## src/rtl/cc_alu_pkg.sv

```systemverilog
package cc_alu_pkg;

  localparam int FLAG_N = 3;
  localparam int FLAG_Z = 2;
  localparam int FLAG_V = 1;
  localparam int FLAG_C = 0;

  typedef enum logic [3:0] {
    OP_ADD   = 4'd0,  OP_ADDC  = 4'd1,  OP_SUB  = 4'd2,  OP_SUBB = 4'd3,
    OP_CMP   = 4'd4,  OP_NEG   = 4'd5,  OP_INC  = 4'd6,  OP_DEC  = 4'd7,
    OP_AND   = 4'd8,  OP_OR    = 4'd9,  OP_XOR  = 4'd10, OP_MOV  = 4'd11,
    OP_CCAND = 4'd12, OP_CCOR  = 4'd13, OP_CCXOR = 4'd14, OP_NONE = 4'd15
  } alu_op_e;

  typedef enum logic [1:0] {B_SRC, B_NEGSRC, B_ONE, B_MONE} bsel_e;
  typedef enum logic [1:0] {C_KEEP, C_CARRY, C_BORROW, C_NONZERO} cmode_e;
  typedef enum logic [1:0] {V_ADDER, V_INC, V_DEC, V_CLEAR} vmode_e;
  typedef enum logic [2:0] {
    R_ADDER, R_AND, R_OR, R_XOR, R_MOV, R_CCAND, R_CCOR, R_CCXOR
  } rsel_e;

  typedef struct packed {
    logic   writeRes;
    logic   flagWrite;
    logic   zeroA;
    logic   useCin;
    bsel_e  bSel;
    cmode_e cMode;
    vmode_e vMode;
    rsel_e  rSel;
  } ctrl_t;

endpackage

```

## src/rtl/cc_alu_ctrl.sv

```systemverilog
module cc_alu_ctrl
  import cc_alu_pkg::*;
(
  input  logic [3:0] opcode,
  output ctrl_t      ctrl
);
  always_comb begin
    ctrl = '{writeRes: 1'b1, flagWrite: 1'b1, zeroA: 1'b0, useCin: 1'b0,
             bSel: B_SRC, cMode: C_KEEP, vMode: V_CLEAR, rSel: R_ADDER};
    case (alu_op_e'(opcode))
      OP_ADD:   begin ctrl.cMode = C_CARRY;  ctrl.vMode = V_ADDER; end
      OP_ADDC:  begin ctrl.cMode = C_CARRY;  ctrl.vMode = V_ADDER; ctrl.useCin = 1'b1; end
      OP_SUB:   begin ctrl.cMode = C_BORROW; ctrl.vMode = V_ADDER; ctrl.bSel = B_NEGSRC; end
      OP_SUBB:  begin ctrl.cMode = C_BORROW; ctrl.vMode = V_ADDER; ctrl.bSel = B_NEGSRC;
                      ctrl.useCin = 1'b1; end
      OP_CMP:   begin ctrl.cMode = C_BORROW; ctrl.vMode = V_ADDER; ctrl.bSel = B_NEGSRC;
                      ctrl.writeRes = 1'b0; end
      OP_NEG:   begin ctrl.cMode = C_NONZERO; ctrl.vMode = V_ADDER; ctrl.bSel = B_NEGSRC;
                      ctrl.zeroA = 1'b1; end
      OP_INC:   begin ctrl.vMode = V_INC; ctrl.bSel = B_ONE;  end
      OP_DEC:   begin ctrl.vMode = V_DEC; ctrl.bSel = B_MONE; end
      OP_AND:   ctrl.rSel = R_AND;
      OP_OR:    ctrl.rSel = R_OR;
      OP_XOR:   ctrl.rSel = R_XOR;
      OP_MOV:   ctrl.rSel = R_MOV;
      OP_CCAND: begin ctrl.rSel = R_CCAND; ctrl.writeRes = 1'b0; end
      OP_CCOR:  begin ctrl.rSel = R_CCOR;  ctrl.writeRes = 1'b0; end
      OP_CCXOR: begin ctrl.rSel = R_CCXOR; ctrl.writeRes = 1'b0; end
      default:  begin ctrl.writeRes = 1'b0; ctrl.flagWrite = 1'b0; ctrl.rSel = R_MOV;
                      ctrl.zeroA = 1'b1; end
    endcase
  end
endmodule

```

## src/rtl/cc_alu_dpath.sv

```systemverilog
module cc_alu_dpath
  import cc_alu_pkg::*;
#(
  parameter int DATA_W = 32
) (
  input  logic              clk,
  input  logic              rstN,
  input  logic              valid,
  input  ctrl_t             ctrl,
  input  logic [1:0]        size,
  input  logic [DATA_W-1:0] dstOp,
  input  logic [DATA_W-1:0] srcOp,
  output logic [DATA_W-1:0] result,
  output logic [3:0]        ccr
);
  localparam int EXT_W = DATA_W + 1;
  localparam logic [DATA_W-1:0] ONES = {DATA_W{1'b1}};
  localparam logic [DATA_W-1:0] ONE  = {{(DATA_W-1){1'b0}}, 1'b1};

  logic [DATA_W-1:0] mask, aM, sM, subtr, bM, sumM, logicRes, maxPos, minNeg;
  logic [EXT_W-1:0]  carryX;
  logic [7:0]        ccByte;
  logic [3:0]        ccNext;
  logic [5:0]        topIdx;
  logic              cin, carry, borrow, vAdd, nFlag, zFlag;

  always_comb begin
    case (size)
      2'd0:    begin mask = {{(DATA_W-8){1'b0}},  8'hFF};   topIdx = 6'd7;  end
      2'd1:    begin mask = {{(DATA_W-16){1'b0}}, 16'hFFFF}; topIdx = 6'd15; end
      default: begin mask = ONES; topIdx = 6'(DATA_W-1); end
    endcase
    maxPos = mask >> 1;
    minNeg = mask ^ maxPos;
    cin    = ctrl.useCin & ccr[FLAG_C];
    aM     = ctrl.zeroA ? '0 : (dstOp & mask);
    sM     = srcOp & mask;
    subtr  = sM + {{(DATA_W-1){1'b0}}, cin};
    case (ctrl.bSel)
      B_SRC:    bM = subtr & mask;
      B_NEGSRC: bM = (~subtr + ONE) & mask;
      B_ONE:    bM = ONE;
      default:  bM = mask;
    endcase
    sumM   = (aM + bM) & mask;
    carryX = {1'b0, aM} + {1'b0, sM} + {{DATA_W{1'b0}}, cin};
    carry  = carryX[topIdx+6'd1];
    borrow = ({1'b0, sM} + {{DATA_W{1'b0}}, cin}) > {1'b0, aM};
    vAdd   = (aM[topIdx] == bM[topIdx]) && (sumM[topIdx] != aM[topIdx]);
    ccByte = {4'b0000, ccr};

    case (ctrl.rSel)
      R_AND:   logicRes = dstOp & srcOp & mask;
      R_OR:    logicRes = (dstOp | srcOp) & mask;
      R_XOR:   logicRes = (dstOp ^ srcOp) & mask;
      R_MOV:   logicRes = ctrl.zeroA ? '0 : sM;
      R_CCAND: logicRes = {{(DATA_W-8){1'b0}}, ccByte & srcOp[7:0]};
      R_CCOR:  logicRes = {{(DATA_W-8){1'b0}}, ccByte | srcOp[7:0]};
      R_CCXOR: logicRes = {{(DATA_W-8){1'b0}}, ccByte ^ srcOp[7:0]};
      default: logicRes = sumM;
    endcase
    result = logicRes;
    nFlag  = result[topIdx];
    zFlag  = ((result & mask) == '0);

    ccNext         = ccr;
    ccNext[FLAG_N] = nFlag;
    ccNext[FLAG_Z] = zFlag;
    case (ctrl.vMode)
      V_ADDER: ccNext[FLAG_V] = vAdd;
      V_INC:   ccNext[FLAG_V] = (aM == maxPos);
      V_DEC:   ccNext[FLAG_V] = (aM == minNeg);
      default: ccNext[FLAG_V] = 1'b0;
    endcase
    case (ctrl.cMode)
      C_CARRY:   ccNext[FLAG_C] = carry;
      C_BORROW:  ccNext[FLAG_C] = borrow;
      C_NONZERO: ccNext[FLAG_C] = !zFlag;
      default:   ccNext[FLAG_C] = ccr[FLAG_C];
    endcase
    if (ctrl.rSel inside {R_CCAND, R_CCOR, R_CCXOR}) ccNext = result[3:0];
  end

  always_ff @(posedge clk or negedge rstN) begin
    if (!rstN)                       ccr <= 4'h0;
    else if (valid && ctrl.flagWrite) ccr <= ccNext;
  end
endmodule

```

## src/rtl/cc_alu.sv

```systemverilog
module cc_alu
  import cc_alu_pkg::*;
#(
  parameter int DATA_W = 32
) (
  input  logic              clk,
  input  logic              rstN,
  input  logic              valid,
  input  logic [3:0]        opcode,
  input  logic [1:0]        size,
  input  logic [DATA_W-1:0] dstOp,
  input  logic [DATA_W-1:0] srcOp,
  output logic [DATA_W-1:0] result,
  output logic              resultWe,
  output logic [3:0]        ccr
);
  ctrl_t ctrl;

  cc_alu_ctrl u_ctrl (.opcode(opcode), .ctrl(ctrl));

  cc_alu_dpath #(.DATA_W(DATA_W)) u_dpath (
    .clk(clk), .rstN(rstN), .valid(valid), .ctrl(ctrl), .size(size),
    .dstOp(dstOp), .srcOp(srcOp), .result(result), .ccr(ccr)
  );

  assign resultWe = valid & ctrl.writeRes;
endmodule

```

## config.mk

```make
export PLATFORM = sky130hd
export DESIGN_NAME = cc_alu
export DESIGN_NICKNAME = d
export VERILOG_FILES = /design/src/rtl/cc_alu_pkg.sv /design/src/rtl/cc_alu_ctrl.sv /design/src/rtl/cc_alu_dpath.sv /design/src/rtl/cc_alu.sv
export SDC_FILE = /design/constraint.sdc
export NUM_CORES = 1
export LEC_CHECK = 0
export BUFFER_PORTS_ARGS = -buffer_cell sky130_fd_sc_hd__buf_2
export CAP_MARGIN = 20
export CORE_MARGIN = 3
export CORE_UTILIZATION = 55
export CTS_BUF_LIST = sky130_fd_sc_hd__clkbuf_4
export DETAILED_ROUTE_END_ITERATION = 16
export GPL_TIMING_DRIVEN = 0
export PLACE_DENSITY = 0.8
export SLEW_MARGIN = 20
export SYNTH_ARGS = -nofsm -noshare
export SYNTH_HDL_FRONTEND = slang
export SYNTH_SLANG_ARGS = --single-unit
```

## constraint.sdc

```tcl
create_clock -name clk -period 14.46 [get_ports clk]
set_clock_uncertainty 0.05 [all_clocks]
set_input_delay 0.723 -clock clk [delete_from_list [all_inputs] [get_ports clk]]
set_output_delay 0.723 -clock clk [all_outputs]
set_load 0.1 [all_outputs]
```

# Word level (Yosys, flattened, before mapping)
# Cells that the tools add are included.
# totals
regBits	4
input_bits	73
out_inout_bits	37
elab_cells	110
# op_classes
addsub	7
magnitude_cmp	3
n_eq_ne	33
mux	26
n_bitwise	19
reduce_logical	20
# op_table
operator	n
bitwise AND 32 bit	10
one-hot mux 32 bit (7 select lines)	1
one-hot mux 32 bit (3 select lines)	1
2-to-1 mux 32 bit	2
one-hot mux 32 bit (2 select lines)	1
adder 32 x 1 -> 33 bit	1
adder 32 x 32 -> 33 bit	1
adder 33 x 1 -> 33 bit	1
greater-than comparator 33 x 32 -> 1 bit	1
adder 32 x 1 -> 32 bit	1
adder 32 x 1 -> 32 bit, second input constant	1
adder 32 bit	1
== test 32 x 31 -> 1 bit	1
== test 32 bit	1
zero test 32 bit	1
NOT 32 bit	1
OR 32 bit	1
bitwise XOR 32 x 31 -> 32 bit	1
bitwise XOR 32 bit	1
== test 4 bit, second input constant	7
one-hot mux 3 bit (7 select lines)	1
binary-select mux 1 bit (select 5 bit)	4
one-hot mux 2 bit (3 select lines)	3
== test 4 x 3 -> 1 bit, second input constant	4
36 further kinds	60

# Logic depth before layout (Yosys ltp)
# Gate-level depths: netlist of run 1.
# depth
depth_word	17
depth_mapped	31
mapped_depth_nobuf	27

# Cells and area by module
# Synthesis of run 1 repeated with hierarchy kept, for this count alone.
# hier_totals
hier_cells	1460
area_unflattened_um2	9598.0
# by_module_without_submodules
module	n_inst	cells_per_inst	area_each_um2	seq_area_each_um2
cc_alu_dpath	1	1433	9429.0	100.1
cc_alu_ctrl	1	26	162.7	0.0
cc_alu	1	1	6.3	0.0

# Worst setup path after synthesis of run 1
# OpenSTA, ideal clock, no wires.
# synth_path
path_type	in2out
startpoint	input opcode[0]
endpoint	output result[26]
arrival_ns	9.017
required_ns	13.687
setup_slack_ns	4.670
path_stages	25
n_path_buf	5
cell_sequence	inv_1 > clkbuf_1 > clkbuf_1 > buf_1 > clkbuf_1 > nor4_1 > ha_1 > nand2_1 > or4_1 > buf_2 > o311a_1 > a211oi_4 > nand4_1 > o41ai_2 > o31a_1 > a31oi_1 > o21a_1 > ha_1 > inv_1 > o21ai_0 > a21o_1 > nor3b_1 > o21ai_0 > nor2b_1 > o41ai_1
# synth_between
elab_chain_len	12
word_cells_on_any_way	44
cone_classes	add/sub: 3; eq/ne: 23; mux: 7; bitwise: 5; reduce/logical: 6
# synth_lines
element	line	text
from (decl)	cc_alu.sv:9	input logic [3:0] opcode,
== test 4 x 1 -> 1 bit or == test 4 x 2 -> 1 bit (tied branches)	cc_alu_ctrl.sv:10	case (alu_op_e'(opcode))
OR reduction 2 bit (no line)	--	
2-to-1 mux 1 bit	cc_alu_ctrl.sv:10	
bitwise AND 1 bit	cc_alu_dpath.sv:35	cin = ctrl.useCin & ccr[FLAG_C];
adder 32 x 1 -> 32 bit	cc_alu_dpath.sv:38	subtr = sM + {{(DATA_W-1){1'b0}}, cin};
NOT 32 bit	cc_alu_dpath.sv:41	B_NEGSRC: bM = (~subtr + ONE) & mask;
adder 32 x 1 -> 32 bit	cc_alu_dpath.sv:41	
bitwise AND 32 bit	cc_alu_dpath.sv:41	
one-hot mux 32 bit (3 select lines)	cc_alu_dpath.sv:39	case (ctrl.bSel)
adder 32 bit	cc_alu_dpath.sv:45	sumM = (aM + bM) & mask;
bitwise AND 32 bit	cc_alu_dpath.sv:45	
one-hot mux 32 bit (7 select lines) *	cc_alu_dpath.sv:52	case (ctrl.rSel)
to (decl)	cc_alu.sv:13	output logic [DATA_W-1:0] result,
# Every way passes the cells marked *; elsewhere a longest branch is shown, timed or not.

# Final worst setup path of run 1
# layout_path
startpoint	input opcode[0]
endpoint	output result[31]
# Same word-level chain as after synthesis.

==> results of run 1 <==
## how the worst min path moves through the flow
stage	startpoint	to	slack, ps	cells after the start
floorplan	rstN	u_dpath.ccr[0]	380	0
global placement	rstN	u_dpath.ccr[0]	480	1
detailed placement	rstN	u_dpath.ccr[1]	490	1
CTS	rstN	u_dpath.ccr[0]	230	1
global route	rstN	u_dpath.ccr[0]	230	1
finish	rstN	u_dpath.ccr[0]	220	1
## worst register-to-register path, stage by stage, from the launching register on
cell	delay, ps
dfrtp_1	400
inv_1	100
nor4_1	580
ha_1	440
nand2_1	240
nor4_1	830
nand3_1	290
a211oi_4	360
nand4_1	320
nor2_1	260
nand2_1	90
nand3_1	90
o21ai_0	100
a211oi_1	280
ha_1	320
a21oi_1	400
a21oi_1	130
a211oi_1	230
o41a_1	320
a21oi_1	120
xnor2_1	210
o22ai_1	170
or4_1	500
or4_1	410
nor4_1	360
o211ai_1	260
o211a_1	280
## per-layer routing
metal	GRT usage	up-vias	share of wire
li1	-	5417	-
met1	0.5520	5418	0.38
met2	0.6681	883	0.43
met3	0.05609	175	0.13
met4	0.2206	2	0.063
met5	0	-	0.00022
## cells in the final DEF (no fill, tap or decap), types with 4 or more instances in the layout
| cell | netlist | routed |
|---|---|---|
| and2_1 | 5 | 5 |
| inv_1 | 144 | 144 |
| a211oi_1 | 12 | 12 |
| clkbuf_1 | 54 | 54 |
| o22ai_1 | 19 | 19 |
| o21ai_1 | 7 | 7 |
| o211ai_1 | 22 | 22 |
| nand2_1 | 166 | 166 |
| a21o_1 | 33 | 33 |
| a22oi_1 | 22 | 22 |
| a211o_1 | 4 | 4 |
| nor4_1 | 16 | 16 |
| a21oi_1 | 122 | 122 |
| nor2_1 | 130 | 130 |
| dfrtp_1 | 4 | 4 |
| nand2b_1 | 13 | 13 |
| a31oi_1 | 19 | 19 |
| o21a_1 | 12 | 12 |
| a221oi_1 | 7 | 7 |
| o2111ai_1 | 4 | 4 |
| xnor2_1 | 46 | 46 |
| or4_1 | 11 | 11 |
| nor2b_1 | 16 | 16 |
| buf_1 | 8 | 8 |
| o31ai_1 | 13 | 13 |
| o21ai_0 | 103 | 103 |
| xor2_1 | 16 | 16 |
| buf_2 | 6 | 113 |
| nor3_1 | 43 | 43 |
| nand4_1 | 36 | 36 |
| o41ai_1 | 4 | 4 |
| nand3_1 | 36 | 36 |
| or3_1 | 10 | 10 |
| mux2i_1 | 10 | 10 |
| and3_1 | 9 | 9 |
| ha_1 | 174 | 174 |
## power by group through the flow
stage / clock network [uW] / logic, uW / registers [uW]
floorplan: 0 / 339 / 31.0
detailed placement: 0 / 487 / 16.0
CTS: 15.0 / 490 / 15.8
global route: 16.0 / 537 / 16.0
finish: 15.0 / 504 / 16.0
global placement: 0 / 483 / 15.8
## logic make-up after synthesis
| logic type | Yosys count | share of synthesized area |
|---|---|---|
| and+or+nand+nor | 514 | 0.2713 |
| AOI/OAI and AO/OA | 452 | 0.3151 |
| buffers and inverters | 215 | 0.08951 |
| adders and majority gates | 176 | 0.2414 |
| xor gates and xnor gates | 63 | 0.06090 |
| muxes | 10 | 0.01090 |
| DFF | 4 | 0.01090 |
## area by class of cell
type	instances	area, um^2
clock buffer	3	22.52
tap	216	270.3
timing repair buffer	107	535.5
buffer	70	277.8
inverter	145	544.3
sequential	4	100.1
multi-input combinational	1215	8262
fill	1622	6103
## stage by stage
| stage | instances | hold WS, ps | setup WS (ps) | area [um^2] |
|---|---|---|---|---|
| final | 1760 | 222.3 | 3747 | 10010 |
| after detailed placement | 1757 | 486.5 | 4089 | 9990 |
| after global routing | 1760 | 226.3 | 3280 | 10010 |
| after global placement | 1757 | 477.8 | 4051 | 9990 |
| after floorplan | 1434 | 377.4 | 4670 | 9184 |
| after CTS | 1760 | 225.2 | 4071 | 10010 |
==> metrics.md, run 1 <==
| Metric | Value |
|---|---|
| Status | `complete, no violations` |
| # DRC | `0` |
| Row count | `46` |
| Top delay family on crit path | `simple AND/OR/NAND/NOR gates` |
| Slew Viols, Final | `0` |
| Critical Path End Type | `primary output` |
| Top reg by flops | `u_dpath.ccr` |
| Count of final setup violators | `0` |
| Critical path required time | `13,690 ps` |
| Final period util | `0.7409` |
| Hold Path Class | `in2async` |
| Clock group share of total power | `0.028` |
| Most common cell in the synthesized netlist | `ha_1` |
| VDD IR-drop max | `0.04669 mV` |
| CP peak stage delay | `830 ps` |
| Slowest CP cell | `nor4_1` |
| Post-Synthesis Cells | `1,434` |
| Post-CTS Setup Bufs | `0` |
| RR Endpoint | `u_dpath.ccr[0]` |
| Total Power | `535.4 uW` |
| Routability congestion estimate | `1.036` |
| Post-route antenna net violation count | `0` |
| Startpoint Class | `primary input` |
| Seq pwr share | `0.030` |
| Die height | `135.2 um` |
| Clk_lat worst skew | `250 ps` |
| RSZ-0062 raised after global routing | `no` |
| Max reg flops | `4` |
| Ys async rst share | `1.000` |
| Synth Cell Area | `9184 um^2` |
| Core area | `16,120 um^2` |
| Post-Syn Nets | `1,683` |
| Max_slew headroom | `0.2639` |
| IO Count | `110` |
| Root buffer cell | `clkbuf_4` |
| Post-synthesis sequential area ratio | `0.01090` |
| Synth unique cells | `88` |
| CTS max path bufs | `2` |
| Number of synthesized flops with an enable pin | `0` |
| WP buf/inv | `7` |
| # clock sinks | `4` |
| Initial Util | `0.5699` |
| Switching power total | `371.6 uW` |
| CTS tree | `done` |
| Switching part of the total | `0.6942` |
| Die area | `18,280 um^2` |
| Fmax | `93.34 MHz` |
| All-Layer GR Usage | `0.4199` |
| Initial antenna violation count | `1` |
| Global-route wire length before repair | `60,220 um` |
| Maxcap violations | `0` |
| Mapped Avg Cell Area | `6.404 um^2` |
| Biggest regs | `u_dpath.ccr (4)` |
| Vias | `11,895` |
| CP Launch Point | `opcode[0]` |
| Crit path kind | `in2out` |
| ANT cells | `0` |
| IO buf count | `107` |
| Post-layout min period | `10,710 ps` |
| Synth area leaders | `ha_1 24%, nand2_1 6.8%, a21oi_1 6.6%` |
| Leak Pwr | `0.004960 uW` |
| RR Startpoint | `u_dpath.ccr[0]` |
| Seq cells post-synth | `4` |
| TritonCTS Buffers | `3` |
| Routed wire per std cell | `22.77 um` |
| Int Pwr | `163.7 uW` |
| Final Hold Violating Endpoints | `0` |
| Main flop type after synthesis | `dfrtp_1` |
| Comb pwr share | `0.942` |
| Reg2Reg Setup Slack | `6200 ps` |
| Ys Warns | `0` |
| Post-DP HPWL | `32,590 um` |
| Die X | `135.2 um` |
| Nets | `1,795` |
| CTS resizes | `0` |
| Worst Reg2Reg Path Length in Cells | `26` |
| Slew @ Worst Pin | `1100 ps` |
| Total grt overflow | `0` |
| Top cell type's share of synthesized area | `0.2371` |
| Routed Wire Length | `40,070 um` |
| Post-synth top cells | `174 x ha_1, 166 x nand2_1, 144 x inv_1` |
| H-Tree Level Count | `1` |
| Vias in the first global route | `10,770` |
| Iter 0 DRT Violations | `1,627` |
| First-pass DRT Iterations | `7` |
| Syn-to-layout area delta | `9.019%` |
| Power Density | `53.47 nW/um^2` |
| Worst EP arrival | `9940 ps` |
| Clk slew on worst S/H paths | `50 ps` |
| Post-CTS Hold Buffers | `0` |
| Detailed-route vias per instance | `6.759` |
| Share of cells above drive strength 1 | `0.09003` |
| Crit path depth | `30` |
| Final Util | `0.6213` |
| Biggest area consumer among synthesized cells | `ha_1` |
| Post-route setup TNS | `0 ps` |
| Pin count of the biggest net entering global routing | `11` |
| CP max FO | `10` |
| Critical Path End | `result[31]` |
(Power assumes the default switching activity.)
==> inputs of run 2 (changes only) <==
ABC_AREA = 1   (was not set)
clock period = 10.3 ns   (was 14.46 ns; I/O delays follow)
==> run 2 against run 1 <==
Against the previous run:
- non-clock buffer count fell by 35
- synthesized area rose by 1.2%
- sequential power rose by 37%
- highest routed layer unchanged
- sequential cell count did not move
- critical path type unchanged
- cell count rose by 10%
- core utilization rose by 0.29 points
- sequential share of layout area barely moved
==> metrics.md, run 2 <==
| Metric | Value |
|---|---|
| Status | `complete, no violations` |
| RSZ-0062 raised after global routing | `no` |
| Syn-to-layout area delta | `8.963%` |
| RR Endpoint | `u_dpath.ccr[0]` |
| Post-Syn Nets | `1,858` |
| Share of cells above drive strength 1 | `0.1372` |
| RR Startpoint | `u_dpath.ccr[0]` |
| Post-CTS Setup Bufs | `0` |
| Post-synth top cells | `317 x nand2_1, 234 x inv_1, 174 x ha_1` |
| Startpoint Class | `primary input` |
| Power Density | `77.16 nW/um^2` |
| Final Util | `0.6242` |
| Leak Pwr | `0.005517 uW` |
| CP max FO | `5` |
| Final instance area | `10,130 um^2` |
| Count of final setup violators | `0` |
| H-Tree Level Count | `1` |
| Crit-path most repeated cell | `nand2_1` |
| Slowest CP cell | `nor4_1` |
| Clk_lat worst skew | `240 ps` |
| Most frequent cells in the layout | `317 x nand2_1, 234 x inv_1, 174 x ha_1` |
| CTS tree | `done` |
| TritonCTS Buffers | `3` |
| Die area | `18,500 um^2` |
| Post-DP HPWL | `35,430 um` |
| Worst Reg2Reg Path Length in Cells | `38` |
| Die height | `136.0 um` |
| IO buf count | `108` |
| All-Layer GR Usage | `0.4288` |
| CTS resizes | `0` |
| Core area | `16,230 um^2` |
| Die X | `136.0 um` |
| Slew @ Worst Pin | `968.1 ps` |
| Total grt overflow | `0` |
| Pin count of the biggest net entering global routing | `11` |
| Vias | `12,191` |
| Int Pwr | `215.1 uW` |
| Area occupied by registers | `100.1 um^2` |
| Nets | `1,971` |
| Max_slew headroom | `0.3487` |
| Most common cell in the synthesized netlist | `nand2_1` |
| Synth Cell Area | `9298 um^2` |
| Biggest regs | `u_dpath.ccr (4)` |
| Initial antenna violation count | `2` |
| Global-route wire length before repair | `61,100 um` |
| Pre-CTS setup slack | `2823 ps` |
| Mapped Avg Cell Area | `5.779 um^2` |
| Reg2Reg Setup Slack | `3140 ps` |
| Vias in the first global route | `10,977` |
| Initial Util | `0.5728` |
| Synth unique cells | `60` |
| Fmax | `129.3 MHz` |
| Crit path kind | `in2out` |
| Post-synthesis sequential area ratio | `0.01077` |
| Post-layout min period | `7736 ps` |
| Detailed-route vias per instance | `6.297` |
| Max reg flops | `4` |
| CTS max path bufs | `2` |
| Ys async rst share | `1.000` |
| Row count | `46` |
| Maxcap violations | `0` |
| Clk slew on worst S/H paths | `40 ps` |
| CP peak stage delay | `800 ps` |
| Biggest area consumer among synthesized cells | `ha_1` |
| IO Count | `110` |
| Hold slack | `23.76 ps` |
| Root buffer cell | `clkbuf_4` |
| Placed Instance Area | `10,110 um^2` |
| VDD IR-drop max | `0.1461 mV` |
| Ys Warns | `0` |
| Footprint of the multi-input gates | `8050 um^2` |
| Switching part of the total | `0.7248` |
| Seq cells post-synth | `4` |
| Top reg by flops | `u_dpath.ccr` |
| Critical Path End Type | `primary output` |
| Top cell type's share of synthesized area | `0.2342` |
| Switching power total | `566.6 uW` |
| Post-Synthesis Cells | `1,609` |
| Fill cells | `1,688` |
| Main flop type after synthesis | `dfrtp_1` |
| Iter 0 DRT Violations | `1,636` |
| Final WS setup | `2564 ps` |
| Final period util | `0.7511` |
| First-pass DRT Iterations | `6` |
| Final Hold Violating Endpoints | `0` |
| Routed Wire Length | `41,220 um` |
| Seq pwr share | `0.028` |
| Comb pwr share | `0.947` |
| # DRC | `0` |
| Slew Viols, Final | `0` |
| # clock sinks | `4` |
| Post-route antenna net violation count | `0` |
| Commonest non-fill, non-tap cell in the layout | `nand2_1` |
| Critical path required time | `9740 ps` |
| Worst EP arrival | `7170 ps` |
| Clock group share of total power | `0.025` |
| Routability congestion estimate | `1.107` |
| Number of synthesized flops with an enable pin | `0` |
| Synth area leaders | `ha_1 23%, nand2_1 13%, inv_1 9.4%` |
| Hold Path Class | `in2async` |
| Routed wire per std cell | `21.29 um` |
| ANT cells | `0` |
| Post-CTS Hold Buffers | `0` |
| Post-route setup TNS | `0 ps` |
run 2: layer usage:
metal / global-route usage / vias to the layer above / routed length [um]
met5: 0 / - / 22
met4: 0.1439 / 4 / 1710
met3: 0.1014 / 120 / 5863
met2: 0.6450 / 864 / 16900
met1: 0.5985 / 5527 / 16730
li1: - / 5676 / -
run 2: cell families (layout without fill, tap and decap cells):
kind of cell,after synthesis,in the layout,share of synthesized area
AND/OR/NAND/NOR,750,750,0.3738
AO/OA/AOI/OAI,365,365,0.2338
buffers and inverters,293,404,0.1234
adder cells (fa/ha/maj),176,176,0.2385
XOR/XNOR,21,21,0.01978
flip-flops,4,4,0.01077
run 2: how the worst max path moves through the flow:
stage	endpoint	slack [ps]	from	cells after the start
after detailed placement	result[31]	2820	opcode[0]	36
final	result[31]	2560	opcode[0]	36
after CTS	result[31]	2790	opcode[0]	36
after floorplan	u_dpath.ccr[0]	2910	u_dpath.ccr[0]	37
after global placement	result[31]	2960	opcode[0]	36
after global routing	result[31]	2200	opcode[0]	36
run 2: worst max-delay path: cells and delay by family:
family | cells | cell delay (ps)
adders and majority gates | 3 | 1080
and+or+nand+nor | 18 | 2800
AOI/OAI and AO/OA | 8 | 1720
buffers and inverters | 7 | 1020
run 2: layout make-up:
cell class | count | area share
clock buffers | 3 | 0.002223
multi-input cells | 1312 | 0.7946
repair buffers | 108 | 0.05335
well taps | 216 | 0.02668
flip-flops and latches | 4 | 0.009880
plain buffers | 34 | 0.01704
inverters | 259 | 0.09621
run 2: power by group through the flow:
stage	clock (uW)	combinational, uW	sequential (uW)
final	19.3	740	21.9
after global routing	20.8	789	22.0
after CTS	19.8	714	21.6
after detailed placement	0	712	21.8
after global placement	0	702	21.7
after floorplan	0	497	41.1
run 2: stage by stage:
step           power, uW  cells
6_report           781.7   1936
5_1_grt            832.2   1936
4_1_cts            755.6   1936
3_5_place_dp       733.4   1933
3_3_place_gp       724.2   1933
2_1_floorplan      538.3   1609
